<file path="src/rtl/cdw_pkg.sv">
`timescale 1ns/1ps
package cdw_pkg;
  localparam logic [4:0] FN_RD_FLAGS = 5'd0;
  localparam logic [4:0] FN_RD_ADV   = 5'd2;
  localparam logic [4:0] FN_FLUSH    = 5'd9;
  localparam logic [4:0] FN_WRITE    = 5'd16;
  localparam logic [4:0] FN_TEST_L1  = 5'd27;

  typedef struct packed {
    logic flush;
    logic rspPop;
    logic cmdPush;
  } ctlStrobes_t;
endpackage

</file>
<file path="src/rtl/cdw_fifo.sv">
`timescale 1ns/1ps
module cdw_fifo #(
  parameter int W     = 24,
  parameter int DEPTH = 40
) (
  input  logic                         clk,
  input  logic                         rstN,
  input  logic                         flush,
  input  logic                         push,
  input  logic [W-1:0]                 pushData,
  input  logic                         pop,
  output logic [W-1:0]                 headData,
  output logic                         empty,
  output logic                         full,
  output logic [$clog2(DEPTH+1)-1:0]   level
);
  localparam int PTR_W = (DEPTH > 1) ? $clog2(DEPTH) : 1;
  localparam int LVL_W = $clog2(DEPTH+1);

  logic [W-1:0]     mem [DEPTH];
  logic [PTR_W-1:0] rdPtr, wrPtr;
  logic             doPush, doPop;

  function automatic logic [PTR_W-1:0] nextPtr(input logic [PTR_W-1:0] p);
    return (p == PTR_W'(DEPTH-1)) ? '0 : p + 1'b1;
  endfunction

  assign empty    = (level == '0);
  assign full     = (level == LVL_W'(DEPTH));
  assign doPop    = pop & ~empty & ~flush;
  assign doPush   = push & ~flush & (~full | doPop);
  assign headData = mem[rdPtr];

  always_ff @(posedge clk) begin
    if (doPush) mem[wrPtr] <= pushData;
  end

  always_ff @(posedge clk or negedge rstN) begin
    if (!rstN) begin
      rdPtr <= '0;
      wrPtr <= '0;
      level <= '0;
    end else if (flush) begin
      rdPtr <= '0;
      wrPtr <= '0;
      level <= '0;
    end else begin
      if (doPush) wrPtr <= nextPtr(wrPtr);
      if (doPop)  rdPtr <= nextPtr(rdPtr);
      unique case ({doPush, doPop})
        2'b10:   level <= level + 1'b1;
        2'b01:   level <= level - 1'b1;
        default: level <= level;
      endcase
    end
  end

  // occupancy never exceeds the configured depth
  a_r1_level_bound: assert property (@(posedge clk) disable iff (!rstN)
    level <= LVL_W'(DEPTH));
  // a push into a full FIFO without a pop leaves occupancy unchanged
  a_r1_full_drop: assert property (@(posedge clk) disable iff (!rstN)
    (full && push && !pop && !flush) |=> $stable(level));
  // flush leaves the FIFO empty
  a_r4_flush_empty: assert property (@(posedge clk) disable iff (!rstN)
    flush |=> empty);
endmodule

</file>
<file path="src/rtl/cdw_datapath.sv">
`timescale 1ns/1ps
module cdw_datapath
  import cdw_pkg::*;
#(
  parameter int WORD_W    = 24,
  parameter int RSP_DEPTH = 40,
  parameter int CMD_DEPTH = 4
) (
  input  logic                              clk,
  input  logic                              rstN,
  input  ctlStrobes_t                       strobes,
  input  logic [WORD_W-1:0]                 wrData,
  input  logic                              rspValid,
  input  logic [WORD_W-1:0]                 rspWord,
  input  logic                              cmdReady,
  output logic                              cmdValid,
  output logic [WORD_W-1:0]                 cmdWord,
  output logic [WORD_W-1:0]                 rspHead,
  output logic                              rspEmpty,
  output logic [$clog2(RSP_DEPTH+1)-1:0]    rspLevel,
  output logic                              cmdFull,
  output logic                              rspAccept,
  output logic                              rspDrop
);
  localparam int CMD_LVL_W = $clog2(CMD_DEPTH+1);

  logic                 rspFull, cmdEmpty, cmdTake;
  logic [CMD_LVL_W-1:0] cmdLevel;

  assign cmdValid  = ~cmdEmpty;
  assign cmdTake   = cmdValid & cmdReady;
  assign rspAccept = rspValid & ~strobes.flush & (~rspFull | (strobes.rspPop & ~rspEmpty));
  assign rspDrop   = rspValid & ~strobes.flush & rspFull & ~strobes.rspPop;

  cdw_fifo #(.W(WORD_W), .DEPTH(RSP_DEPTH)) rspFifo_i (
    .clk      (clk),
    .rstN     (rstN),
    .flush    (strobes.flush),
    .push     (rspValid),
    .pushData (rspWord),
    .pop      (strobes.rspPop),
    .headData (rspHead),
    .empty    (rspEmpty),
    .full     (rspFull),
    .level    (rspLevel)
  );

  cdw_fifo #(.W(WORD_W), .DEPTH(CMD_DEPTH)) cmdFifo_i (
    .clk      (clk),
    .rstN     (rstN),
    .flush    (strobes.flush),
    .push     (strobes.cmdPush),
    .pushData (wrData),
    .pop      (cmdTake),
    .headData (cmdWord),
    .empty    (cmdEmpty),
    .full     (cmdFull),
    .level    (cmdLevel)
  );

  // command buffer never claims more entries than it has
  a_r5_cmd_bound: assert property (@(posedge clk) disable iff (!rstN)
    cmdLevel <= CMD_LVL_W'(CMD_DEPTH));
  // a word is never both accepted and dropped
  a_r1_accept_xor_drop: assert property (@(posedge clk) disable iff (!rstN)
    !(rspAccept && rspDrop));
endmodule

</file>
<file path="src/rtl/cdw_ctrl.sv">
`timescale 1ns/1ps
module cdw_ctrl
  import cdw_pkg::*;
#(
  parameter int WORD_W    = 24,
  parameter int RSP_DEPTH = 40
) (
  input  logic                              clk,
  input  logic                              rstN,
  input  logic                              dwClear,
  input  logic                              dwInit,
  input  logic                              cycStb,
  input  logic                              stationSel,
  input  logic [3:0]                        subAddr,
  input  logic [4:0]                        func,
  input  logic                              rspValid,
  input  logic                              rspLast,
  input  logic [WORD_W-1:0]                 rspHead,
  input  logic                              rspEmpty,
  input  logic [$clog2(RSP_DEPTH+1)-1:0]    rspLevel,
  input  logic                              cmdFull,
  input  logic                              rspAccept,
  input  logic                              rspDrop,
  output ctlStrobes_t                       strobes,
  output logic [WORD_W-1:0]                 rdData,
  output logic                              qResp,
  output logic                              xResp,
  output logic                              lamReq
);
  localparam int LVL_W = $clog2(RSP_DEPTH+1);

  logic clrIn, active;
  logic isRdFlags, isRdAdv, isFlush, isWrite, isTest, impl;
  logic l1, l2, ovf;
  logic l1Next;
  logic [WORD_W-1:0] rdNext;
  logic qNext;

  assign clrIn  = dwClear | dwInit;
  assign active = cycStb & stationSel & ~clrIn;

  assign isRdFlags = (func == FN_RD_FLAGS) && (subAddr <= 4'd1);
  assign isRdAdv   = (func == FN_RD_ADV)   && (subAddr <= 4'd1);
  assign isFlush   = (func == FN_FLUSH)    && (subAddr == 4'd0);
  assign isWrite   = (func == FN_WRITE);
  assign isTest    = (func == FN_TEST_L1)  && (subAddr == 4'd0);
  assign impl      = isRdFlags | isRdAdv | isFlush | isWrite | isTest;

  always_comb begin
    strobes.flush   = clrIn | (active & isFlush);
    strobes.rspPop  = active & isRdAdv & ~rspEmpty;
    strobes.cmdPush = active & isWrite & ~cmdFull;
  end

  always_comb begin
    rdNext = '0;
    qNext  = 1'b0;
    if (isRdFlags) begin
      rdNext = WORD_W'({ovf, l2, l1});
      qNext  = 1'b1;
    end else if (isRdAdv) begin
      rdNext = rspEmpty ? '0 : rspHead;
      qNext  = ~rspEmpty;
    end else if (isFlush) begin
      qNext  = 1'b1;
    end else if (isWrite) begin
      qNext  = ~cmdFull;
    end else if (isTest) begin
      qNext  = l1;
    end
  end

  assign l1Next = rspAccept | (rspLevel > LVL_W'(strobes.rspPop));

  always_ff @(posedge clk or negedge rstN) begin
    if (!rstN) begin
      l1 <= 1'b0;
      l2 <= 1'b0;
      ovf <= 1'b0;
    end else if (strobes.flush) begin
      l1 <= 1'b0;
      l2 <= 1'b0;
      ovf <= 1'b0;
    end else begin
      l1 <= l1Next;
      if (rspValid && rspLast) l2 <= 1'b1;
      if (rspDrop) ovf <= 1'b1;
    end
  end

  always_ff @(posedge clk or negedge rstN) begin
    if (!rstN) begin
      rdData <= '0;
      qResp  <= 1'b0;
      xResp  <= 1'b0;
    end else if (clrIn) begin
      rdData <= '0;
      qResp  <= 1'b0;
      xResp  <= 1'b0;
    end else if (active) begin
      rdData <= rdNext;
      qResp  <= qNext;
      xResp  <= impl;
    end
  end

  assign lamReq = l1 | l2;

  // data flag mirrors the FIFO occupancy seen by the datapath
  a_r8_l1_follows: assert property (@(posedge clk) disable iff (!rstN)
    l1 == !rspEmpty);
  // a read of an empty FIFO answers Q=0 with zero data
  a_r3_empty_read: assert property (@(posedge clk) disable iff (!rstN)
    (active && isRdAdv && rspEmpty) |=> (!qResp && rdData == '0));
  // flush function empties the FIFO and clears the flags
  a_r4_flush_clears: assert property (@(posedge clk) disable iff (!rstN)
    (active && isFlush) |=> (rspEmpty && !l2 && !ovf && qResp));
  // a write into a full command buffer answers Q=0
  a_r5_reject_full: assert property (@(posedge clk) disable iff (!rstN)
    (active && isWrite && cmdFull) |=> !qResp);
  // overflow stays set until a flush
  a_r10_ovf_sticky: assert property (@(posedge clk) disable iff (!rstN)
    (ovf && !strobes.flush) |=> ovf);
  // unimplemented pairs answer X=0 and Q=0
  a_r11_unimpl: assert property (@(posedge clk) disable iff (!rstN)
    (active && !impl) |=> (!xResp && !qResp));
  // no addressed strobe, no change of the held response
  a_r12_hold: assert property (@(posedge clk) disable iff (!rstN)
    (!active && !clrIn) |=> ($stable(qResp) && $stable(xResp) && $stable(rdData)));
  // dataway clear forces an idle response
  a_r9_clear: assert property (@(posedge clk) disable iff (!rstN)
    clrIn |=> (!qResp && !xResp && !lamReq));
endmodule

</file>
<file path="src/rtl/cdw_buffered_if.sv">
`timescale 1ns/1ps
module cdw_buffered_if
  import cdw_pkg::*;
#(
  parameter int WORD_W    = 24,
  parameter int RSP_DEPTH = 40,
  parameter int CMD_DEPTH = 4
) (
  input  logic              clk,
  input  logic              rstN,
  input  logic              dwClear,
  input  logic              dwInit,
  input  logic              cycStb,
  input  logic              stationSel,
  input  logic [3:0]        subAddr,
  input  logic [4:0]        func,
  input  logic [WORD_W-1:0] wrData,
  output logic [WORD_W-1:0] rdData,
  output logic              qResp,
  output logic              xResp,
  output logic              lamReq,
  output logic              cmdValid,
  input  logic              cmdReady,
  output logic [WORD_W-1:0] cmdWord,
  input  logic              rspValid,
  input  logic [WORD_W-1:0] rspWord,
  input  logic              rspLast
);
  localparam int RSP_LVL_W = $clog2(RSP_DEPTH+1);

  ctlStrobes_t          strobes;
  logic [WORD_W-1:0]    rspHead;
  logic                 rspEmpty, cmdFull, rspAccept, rspDrop;
  logic [RSP_LVL_W-1:0] rspLevel;

  cdw_ctrl #(.WORD_W(WORD_W), .RSP_DEPTH(RSP_DEPTH)) ctrl_i (
    .clk        (clk),
    .rstN       (rstN),
    .dwClear    (dwClear),
    .dwInit     (dwInit),
    .cycStb     (cycStb),
    .stationSel (stationSel),
    .subAddr    (subAddr),
    .func       (func),
    .rspValid   (rspValid),
    .rspLast    (rspLast),
    .rspHead    (rspHead),
    .rspEmpty   (rspEmpty),
    .rspLevel   (rspLevel),
    .cmdFull    (cmdFull),
    .rspAccept  (rspAccept),
    .rspDrop    (rspDrop),
    .strobes    (strobes),
    .rdData     (rdData),
    .qResp      (qResp),
    .xResp      (xResp),
    .lamReq     (lamReq)
  );

  cdw_datapath #(.WORD_W(WORD_W), .RSP_DEPTH(RSP_DEPTH), .CMD_DEPTH(CMD_DEPTH)) dp_i (
    .clk       (clk),
    .rstN      (rstN),
    .strobes   (strobes),
    .wrData    (wrData),
    .rspValid  (rspValid),
    .rspWord   (rspWord),
    .cmdReady  (cmdReady),
    .cmdValid  (cmdValid),
    .cmdWord   (cmdWord),
    .rspHead   (rspHead),
    .rspEmpty  (rspEmpty),
    .rspLevel  (rspLevel),
    .cmdFull   (cmdFull),
    .rspAccept (rspAccept),
    .rspDrop   (rspDrop)
  );
endmodule

</file>
<file path="config.mk">
export PLATFORM = sky130hd
export DESIGN_NAME = cdw_buffered_if
export DESIGN_NICKNAME = d
export VERILOG_FILES = /design/src/rtl/cdw_pkg.sv /design/src/rtl/cdw_fifo.sv /design/src/rtl/cdw_datapath.sv /design/src/rtl/cdw_ctrl.sv /design/src/rtl/cdw_buffered_if.sv
export SDC_FILE = /design/constraint.sdc
export NUM_CORES = 1
export LEC_CHECK = 0
export CORE_MARGIN = 3
export CORE_UTILIZATION = 50
export CTS_CLUSTER_DIAMETER = 40
export DETAILED_ROUTE_END_ITERATION = 8
export PLACE_DENSITY_LB_ADDON = 0.25
export RECOVER_POWER = 25
export SLEW_MARGIN = 30
export SYNTH_ARGS = -nofsm -noshare
export SYNTH_HDL_FRONTEND = slang
export SYNTH_SLANG_ARGS = --single-unit
</file>
<file path="constraint.sdc">
create_clock -name clk -period 5.65 [get_ports clk]
set_input_delay 1.13 -clock clk [delete_from_list [all_inputs] [get_ports clk]]
set_output_delay 1.13 -clock clk [all_outputs]
set_load 0.01 [all_outputs]
</file>
==> run_results.csv, run 1 <==
group,metric,value,unit
power_and_ir_drop,powerDensity,360,nW/um^2
critical_path,crit_arrival,4900,ps
floorplan,fp.dieW,299,um
clocking,root_buffer,"clkbuf_16",
run,maxCapViolCount,13,
hold_path,hp-class,"flop to flop",
clocking,cts_setup_buffers,0,
clocking,clk_transition_reported_paths,60,ps
yosys,synth_top_area_share,73.8,%
layout,fill_cells,5886,
grt,grt_max_degree,153,
critical_path,slowest_delay,630,ps
yosys,synthXorXnorAreaFrac,0.163,%
floorplan,rows,106,
grt,grt_use_total,22.8,%
drt,drtPass1Iterations,5,
timing,fmax,221,MHz
clocking,h-tree-depth,4,
layout,num_antenna_cells,0,
outcome,status,"finished, violations left",
layout,drive_gt1_share,28.4,%
critical_path,cp_max_fo,19,
drt,vias_per_cell,6.06,
drt,drc,0,
layout,postLayoutCellArea,50700,um^2
floorplan,ioPinCount,118,
yosys,synthFlopType,"edfxtp_1",
outcome,violations,"max-capacitance violations, max-slew violations",
floorplan,die_area,89500,um^2
yosys,synth-edff-count,1056,
critical_path,path_cells,"clkdlybuf4s50_1 -> or4_4 -> and3b_1 -> a31oi_4 -> nor3_2 -> nand3b_1 -> nor2_2 -> buf_4",
clocking,cts_buffers,138,
floorplan,die_h,299,um
drt,num_vias,20900,
yosys,synthCells,1958,
timing,tns,0,ps
drt,routedWlPerCell,29.0,um
yosys,synth_top_family_by_area,"multiplexers",
yosys,synth-async-reset-ratio,4.86,%
yosys,synthAdderAreaFrac,0.367,%
drt,drt_iter0_drc,2244,
yosys,yosys.cell_types.count,64,
power_and_ir_drop,peakVddDrop,0.301,mV
yosys,avgSynthCellArea,21.9,um^2
timing,relSlewSlack,-122,%
critical_path,slowest_stage,"or4_4",
timing,slew_violations,547,
clocking,hold_buffers,0,
critical_path,required,6030,ps
timing,final_hold_viol_count,0,
clocking,cts_resized,0,
grt,grt_pass1_vias,21200,
critical_path,end_kind,"flop",
layout,multi_input_area,9510,um^2
drt,wirelength,100000,um
placed_design,placed_cell_area,45900,um^2
grt,grt_antenna_before_repair,3,
grt,overflow,0,
drt,ant_nets,0,
clocking,cts.sinks,1110,
yosys,syn_area,43000,um^2
yosys,synthTopCellsByArea,"edfxtp_1, mux4_2, dfrtp_1",
timing,fin_worst_skew,35.6,ps
yosys,synthMuxAreaShare,16.6,%
layout,nets,2275,
timing,finalSetupViolCount,0,
grt,use_met1,34.6,%
yosys,ys_warn_count,0,
yosys,synth_largest_area_cell,"edfxtp_1",
floorplan,coreArea,84400,um^2
critical_path,cp-start-kind,"input pin",
grt,grt_pass1_wl,147000,um
clocking,cts.path.max_buffers,3,
placed_design,dpl.hpwl,59900,um
clocking,cts_tree,"built",
power_and_ir_drop,p_leak,16.0,nW
timing,worst_pin_slew,3330,ps
layout,syn2layout_area_growth,17.9,%
yosys,synthesis.nets,2036,
yosys,synth-simple-area-share,3.05,%
timing,finalCritPeriodShare,80.1,%
yosys,ys_seq_area_share,77.0,%
grt,grtUsageMet2,34.0,%
timing,rsz0062_at_grt,"false",
grt,grt_busiest_layer,"met1",
grt,grtUsageMet3,4.85,%
placed_design,portBuffers,117,
yosys,synth_compound_area_share,1.70,%
timing,finalCriticalPeriod,4520,ps
clocking,insertion_delay,720,ps
placed_design,place_congestion,0.845,
floorplan,start_util,50.9,%
critical_path,path_class,"input pin to flop",
layout,regArea,33100,um^2
yosys,ys_seq_elements,1110,
-- through the flow --
| step | utilization (%) | power, mW | hold WS (ps) | cells | setup WS (ps) |
|---|---|---|---|---|---|
| after floorplan | - | 9.24 | 464 | 1958 | 1400 |
| after global placement | 54.3 | 9.46 | 484 | 3188 | 646 |
| after detailed placement | 54.4 | 9.47 | 492 | 3190 | 525 |
| after global routing | 60.1 | 18.8 | 537 | 3447 | 992 |
| after CTS | 60.0 | 18.4 | 504 | 3446 | 1240 |
| final | 60.1 | 18.2 | 499 | 3447 | 1130 |
-- sequential cells by signal (all words and copies together), names as in the netlist --
register,count
dp_i.rspFifo_i.level,6
ctrl_i.l2,1
dp_i.rspFifo_i.rdPtr,6
ctrl_i.ovf,1
dp_i.cmdFifo_i.level,3
dp_i.cmdFifo_i.mem,96
ctrl_i.l1,1
dp_i.cmdFifo_i.rdPtr,2
dp_i.rspFifo_i.mem,960
dp_i.cmdFifo_i.wrPtr,2
ctrl_i.xResp,1
ctrl_i.rdData,24
dp_i.rspFifo_i.wrPtr,6
ctrl_i.qResp,1
-- cells in the final DEF, fill, tap and decap left out, types with 5 or more instances in the layout --
master | synthesis | layout
clkinv_2 | 0 | 16
nor2_2 | 0 | 37
buf_12 | 0 | 7
dlygate4sd3_1 | 0 | 26
clkdlybuf4s50_1 | 0 | 80
a21oi_1 | 46 | 46
nand2b_1 | 44 | 44
nand3b_1 | 6 | 6
nor3_1 | 6 | 6
inv_6 | 0 | 12
xnor2_1 | 7 | 7
or3_1 | 5 | 5
o21ai_0 | 16 | 16
clkbuf_1 | 61 | 35
mux2i_1 | 50 | 50
inv_1 | 8 | 8
nand2_1 | 33 | 33
buf_4 | 3 | 76
edfxtp_1 | 1056 | 1056
nand3_1 | 33 | 33
bufinv_16 | 0 | 17
dfrtp_1 | 54 | 51
ha_1 | 11 | 11
nor4_1 | 5 | 5
o221ai_1 | 12 | 12
mux4_2 | 294 | 294
inv_16 | 0 | 5
clkinvlp_4 | 0 | 17
clkbuf_16 | 0 | 138
clkinv_4 | 0 | 5
nor2_1 | 95 | 55
clkinv_1 | 1 | 14
-- cell families (layout without fill, tap and decap cells) --
group,Yosys count,after routing
compound gates,109,109
xor+xnor,8,8
fa+ha+maj,12,12
buf+inv,115,470
flops,1110,1110
mux,344,344
simple gates,260,260
-- synthesized netlist by cell type, drive strengths merged, types with 4 or more instances --
cell type / instances
or3: 5
clkbuf: 62
nand2b: 44
nand3: 33
nand3b: 6
inv: 9
a31oi: 5
a21oi: 47
nor4: 6
nor2: 95
nor3b: 4
nor3: 7
mux4: 294
mux2i: 50
ha: 11
o221ai: 12
o21ai: 16
dfrtp: 54
edfxtp: 1056
nand4: 4
buf: 43
o31ai: 4
xnor2: 7
and2: 5
nor2b: 4
nand2: 33
-- layout make-up --
type,instances,area share (%)
Sequential cell,1110,65.3
Timing Repair Buffer,204,3.66
Inverter,10,0.0766
Multi-Input combinational cell,733,18.8
Clock inverter,93,2.35
Tap cell,1134,2.80
Clock buffer,163,7.06
-- critical path: cells and delay by family --
kind | cells | cell delay (ps)
AND/OR/NAND/NOR | 5 | 2560
AO/OA/AOI/OAI | 1 | 290
buffers and inverters | 2 | 900
-- path summary, 6_finish.rpt --
path / from / endpoint / slack [ps] / cells past startpoint
worst max-delay path: func[4] / dp_i.rspFifo_i.mem[16][22]$_DFFE_PP_ / 1130 / 8
worst min-delay path: ctrl_i.ovf$_DFFE_PN0P_ / ctrl_i.ovf$_DFFE_PN0P_ / 500 / 2
worst max register to register: dp_i.rspFifo_i.level[2]$_DFFE_PN0P_ / dp_i.rspFifo_i.mem[16][22]$_DFFE_PP_ / 2270 / 7
worst min register to register: ctrl_i.ovf$_DFFE_PN0P_ / ctrl_i.ovf$_DFFE_PN0P_ / 500 / 2
max in group asynchronous: rstN / dp_i.rspFifo_i.rdPtr[1]$_DFFE_PN0P_ / 1660 / 2
min in group asynchronous: rstN / ctrl_i.rdData[0]$_DFFE_PN0P_ / 1650 / 2
-- power breakdown --
group	total [mW]	switching, mW	internal, mW
clock network	8.93	3.51	5.43
registers	9.03	0.00590	9.02
logic	0.268	0.207	0.0605
-- layer usage --
metal	up-vias	part of all wire, %	wire length (um)
met5	-	0	0
met4	0	2.2	2200
met3	117	9.0	8950
met2	959	47	46500
met1	11100	42	42300
li1	8692	-	-
No activity file was read; power rests on OpenSTA's default activity.
==> run 2: changes to the inputs <==
clock period = 4.6 ns   (was 5.65 ns; I/O delays follow)
==> run 2 against run 1 <==
Worst hold slack better by 7.5 ps. Flip-flop and latch count unchanged. Power increased by 22%. The run still ends with max-capacitance violations, max-slew violations left. Via count up 0.16%. Critical path depth fell by 5. Final area increased by 0.57%. Largest cell class unchanged. Die area unchanged. Worst setup slack worse by 39 ps. First-iteration DRC count is 4.4% lower. Core utilization rose by 0.34 points. Critical path type is now flop to primary output. Routed wire length is 0.21% higher. Clock skew shrank 6.1 ps.
==> run_results.csv, run 2 (synthesis gave the netlist of run 1 again) <==
group,metric,value,unit
outcome,status,"finished, violations left",
outcome,violations,"max-capacitance violations, max-slew violations",
clocking,insertion_delay,730,ps
floorplan,start_util,50.9,%
clocking,cts_tree,"built",
power_and_ir_drop,peakVddDrop,0.331,mV
layout,multi_input_area,9500,um^2
timing,finalCriticalPeriod,3510,ps
critical_path,crit_buf_inv,2,
clocking,cts_setup_buffers,0,
floorplan,rows,106,
critical_path,cp-start-kind,"flop",
layout,largest_reg_flops,960,
timing,final_hold_viol_count,0,
floorplan,fp.dieW,299,um
critical_path,slowest_stage,"mux4_2",
clocking,cts_buffers,138,
clocking,cts.path.max_buffers,3,
grt,grt_max_degree,98,
timing,finalSetupViolCount,0,
critical_path,end_kind,"primary output",
power_and_ir_drop,powerDensity,436,nW/um^2
power_and_ir_drop,p_leak,16.1,nW
layout,most-common-layout-cells,"edfxtp_1, mux4_2, clkbuf_16",
drt,vias_per_cell,6.04,
grt,grt_use_total,22.9,%
timing,fin_worst_skew,29.5,ps
grt,overflow,0,
drt,num_vias,20900,
grt,grt_pass1_wl,148000,um
drt,drc,0,
critical_path,cp_max_fo,27,
floorplan,coreArea,84400,um^2
drt,drt_iter0_drc,2145,
clocking,cts_resized,0,
clocking,cts.sinks,1110,
layout,fill_cells,5876,
placed_design,place_congestion,0.857,
critical_path,path_class,"flop to primary output",
timing,tns,0,ps
timing,rsz0062_at_grt,"false",
clocking,clk_transition_reported_paths,50,ps
layout,regArea,33100,um^2
timing,slew_violations,549,
timing,worst_pin_slew,2600,ps
clocking,hold_buffers,0,
layout,syn2layout_area_growth,18.6,%
timing,finalCritPeriodShare,76.4,%
layout,drive_gt1_share,28.8,%
drt,routedWlPerCell,28.9,um
timing,fmax,285,MHz
critical_path,crit_family,"buffers and inverters",
grt,grt_pass1_vias,21200,
layout,layout_commonest_cell,"edfxtp_1",
drt,drtPass1Iterations,5,
layout,nets,2291,
timing,relSlewSlack,-73.5,%
drt,wirelength,100000,um
placed_design,placed_cell_area,46300,um^2
layout,largest_register,"dp_i.rspFifo_i.mem",
layout,top_regs,"dp_i.rspFifo_i.mem x960, dp_i.cmdFifo_i.mem x96, ctrl_i.rdData x24",
floorplan,die_area,89500,um^2
critical_path,path_cells,"buf_4 -> mux4_2 -> clkdlybuf4s50_1",
floorplan,ioPinCount,118,
critical_path,crit_arrival,2590,ps
placed_design,dpl.hpwl,61600,um
critical_path,required,3680,ps
placed_design,portBuffers,117,
floorplan,die_h,299,um
layout,postLayoutCellArea,50900,um^2
run,maxCapViolCount,14,
drt,ant_nets,0,
hold_path,hp-class,"flop to flop",
clocking,root_buffer,"clkbuf_16",
grt,grt_antenna_before_repair,3,
critical_path,slowest_delay,590,ps
clocking,h-tree-depth,4,
==> run 2: cell types whose count changed in the layout (fill, tap and decap cells not counted), sizes merged, moves of 4 or more <==
cell      delta
clkinv       +4
clkinvlp     -6
inv          +5
bufinv       -5
buf         +15
==> run 2: path summary, 6_finish.rpt <==
path	from	end	slack [ps]	cells after the start
setup / recovery	dp_i.cmdFifo_i.rdPtr[0]$_DFFE_PN0P_	cmdWord[5]	1090	3
hold / removal	ctrl_i.rdData[19]$_DFFE_PN0P_	ctrl_i.rdData[19]$_DFFE_PN0P_	510	2
setup reg to reg	dp_i.rspFifo_i.rdPtr[0]$_DFFE_PN0P_	ctrl_i.rdData[0]$_DFFE_PN0P_	1440	7
hold reg to reg	ctrl_i.rdData[19]$_DFFE_PN0P_	ctrl_i.rdData[19]$_DFFE_PN0P_	510	2
max in group asynchronous	rstN	dp_i.rspFifo_i.rdPtr[0]$_DFFE_PN0P_	1130	2
min in group asynchronous	rstN	ctrl_i.l1$_DFF_PN0_	910	1
==> run 2: layer usage <==
metal / GRT usage (%) / routed length, um / up-vias
met5: 0 / 0 / -
met4: 7.92 / 3240 / 0
met3: 5.28 / 9060 / 169
met2: 34.3 / 46600 / 972
met1: 33.7 / 41300 / 11000
li1: - / - / 8760
==> run 2: area by class of cell <==
type	count	area share (%)
multi-input cells	733	18.7
repair buffers	220	4.42
flip-flops and latches	1110	64.9
clock inverters	91	2.00
well taps	1134	2.79
clock buffers	164	7.13
diodes	2	0.00982
inverters	10	0.0761
==> run 2: worst min-delay path, stage by stage, from the launching register on <==
cell     delay (ps)
dfrtp_1         340
a21oi_1          70
nand3_1          60
==> run 2: stage by stage <==
step | total power, mW | utilization [%] | hold WS, ps | cells | worst slack, ps
after floorplan | 11.3 | - | 464 | 1958 | 557
after global placement | 11.6 | 54.9 | 483 | 3207 | 591
after detailed placement | 11.6 | 54.9 | 497 | 3207 | 574
after CTS | 22.4 | 60.4 | 355 | 3462 | 977
after global routing | 22.9 | 60.4 | 538 | 3462 | 724
final | 22.2 | 60.4 | 507 | 3464 | 1090
==> run 2: power breakdown <==
part	internal (mW)	switching [mW]
logic	0.0771	0.263
clock network	6.46	4.30
registers	11.1	0.00719
==> run 3: changes to the inputs <==
clock period = 3 ns   (was 4.6 ns; I/O delays follow)
==> run 3 against run 2 <==
The flow still finishes with violations (max-capacitance violations, max-slew violations). Routed wire length rose by 1.4%. Clock skew decreased by 4.5 ps. Via count grew 1.8%. Worst hold slack got worse by 15 ps. Critical path depth is the same. Register-to-register slack got worse by 1200 ps. Clock-buffer cell count fell by 12. Combinational power grew 60%. First-iteration DRC count grew 22%. Sequential power increased by 53%. Worst setup slack got worse by 950 ps. Critical path type unchanged.
==> run_results.csv, run 3 (synthesis gave the netlist of run 1 again) <==
group,metric,value,unit
critical_path,slowest_delay,490,ps
drt,met2_length,48100,um
timing,finalCritPeriodShare,95.4,%
layout,multi_input_area,9620,um^2
grt,grt_pass1_vias,21800,
drt,vias_per_cell,5.99,
critical_path,cp-start-kind,"flop",
floorplan,start_util,50.9,%
floorplan,fp.dieW,299,um
floorplan,die_area,89500,um^2
run,maxCapViolCount,17,
clocking,insertion_delay,730,ps
timing,finalSetupViolCount,0,
placed_design,portBuffers,117,
drt,wirelength,102000,um
drt,wl_met1,42500,um
grt,grt_max_degree,92,
timing,worst_pin_slew,2380,ps
placed_design,place_congestion,0.902,
layout,top_regs,"dp_i.rspFifo_i.mem x960, dp_i.cmdFifo_i.mem x96, ctrl_i.rdData x24",
clocking,cts.sinks,1110,
power_and_ir_drop,powerDensity,647,nW/um^2
power_and_ir_drop,peakVddDrop,0.514,mV
timing,final_hold_viol_count,0,
drt,num_vias,21300,
placed_design,dpl_worst_slack,-584,ps
grt,grt_antenna_before_repair,4,
floorplan,ioPinCount,118,
floorplan,die_h,299,um
layout,postLayoutCellArea,52100,um^2
drt,ant_nets,0,
drt,drc,0,
power_and_ir_drop,power.total,33.8,mW
clocking,clk_transition_reported_paths,50,ps
layout,syn2layout_area_growth,21.4,%
critical_path,end_kind,"primary output",
layout,fill_cells,5804,
layout,layout_commonest_cell,"edfxtp_1",
clocking,root_buffer,"clkbuf_16",
grt,grt_pass1_wl,150000,um
clocking,cts_buffers,134,
placed_design,placed_cell_area,47600,um^2
drt,routedWlPerCell,28.6,um
timing,fmax,349,MHz
critical_path,path_cells,"buf_4 -> mux4_2 -> clkdlybuf4s50_1",
critical_path,r2r_slack,240,ps
critical_path,crit_arrival,2260,ps
clocking,cts.path.max_buffers,3,
critical_path,path_class,"flop to primary output",
power_and_ir_drop,p_leak,16.7,nW
critical_path,slowest_stage,"clkdlybuf4s50_1",
timing,relSlewSlack,-58.8,%
layout,regArea,33100,um^2
floorplan,rows,106,
floorplan,coreArea,84400,um^2
timing,fin_ws,137,ps
timing,finalCriticalPeriod,2860,ps
outcome,violations,"max-capacitance violations, max-slew violations",
layout,most-common-layout-cells,"edfxtp_1, mux4_2, clkbuf_16",
drt,drt_iter0_drc,2615,
outcome,status,"finished, violations left",
layout,largest_register,"dp_i.rspFifo_i.mem",
drt,drtPass1Iterations,5,
drt,wl_met3,9390,um
layout,nets,2388,
grt,grt_use_total,23.2,%
placed_design,dpl.hpwl,63200,um
layout,largest_reg_flops,960,
clocking,cts_tree,"built",
clocking,h-tree-depth,4,
timing,rsz0062_at_grt,"false",
critical_path,required,2400,ps
timing,fin_worst_skew,25.1,ps
drt,highest_layer,"met5",
critical_path,cp_max_fo,24,
grt,overflow,0,
hold_path,hp-class,"flop to flop",
timing,slew_violations,697,
layout,drive_gt1_share,31.1,%
[run 3: routing by layer]
layer,up-vias,global-route usage [%]
met5,-,0
met4,2,5.18
met3,133,5.01
met2,999,35.6
met1,11200,34.8
li1,8935,-
[run 3: report_power, final]
group	total, mW	leakage (nW)	switching (mW)	internal, mW
Sequential	17.0	10.2	0.0116	17.0
Clock	16.2	2.18	6.53	9.67
Combinational	0.545	4.28	0.400	0.145
[run 3: stage by stage]
stage,utilization [%],instances,hold WS [ps],setup TNS (ps)
final,61.8,3553,492,0
after global routing,61.8,3552,519,0
after CTS,61.8,3546,447,0
after detailed placement,56.5,3301,482,-511920
after global placement,56.4,3301,491,-473520
after floorplan,-,1958,304,-257530
[run 3: final cells by class]
class	count	area share, %
diodes	1	0.00480
clock buffers	152	6.60
clock inverters	92	2.10
inverters	10	0.0744
multi-input cells	733	18.4
flip-flops and latches	1110	63.4
well taps	1134	2.72
repair buffers	321	6.63
[run 3: worst paths after layout]
kind,start,endpoint,depth (start not counted)
min in group asynchronous,rstN,ctrl_i.rdData[0]$_DFFE_PN0P_,2
hold / removal,ctrl_i.rdData[16]$_DFFE_PN0P_,ctrl_i.rdData[16]$_DFFE_PN0P_,2
max in group asynchronous,rstN,dp_i.rspFifo_i.wrPtr[3]$_DFFE_PN0P_,3
setup / recovery,dp_i.cmdFifo_i.rdPtr[1]$_DFFE_PN0P_,cmdWord[15],3
setup reg to reg,dp_i.rspFifo_i.level[2]$_DFFE_PN0P_,dp_i.rspFifo_i.level[4]$_DFFE_PN0P_,10
hold reg to reg,ctrl_i.rdData[16]$_DFFE_PN0P_,ctrl_i.rdData[16]$_DFFE_PN0P_,2
[run 3: critical path, delay by kind of cell, from the launching register on]
| kind | cells | cell delay (ps) |
|---|---|---|
| flops | 1 | 360 |
| buf+inv | 2 | 840 |
| mux | 1 | 350 |
[run 3: what timing repair did]
item,4_1_cts,5_1_grt
buffers inserted,0,5
gates cloned,0,1
gates resized for setup,23,3
setup endpoints to repair,23,3
hold endpoints to repair,37,0
pin swaps,0,0
hold buffers,1,0
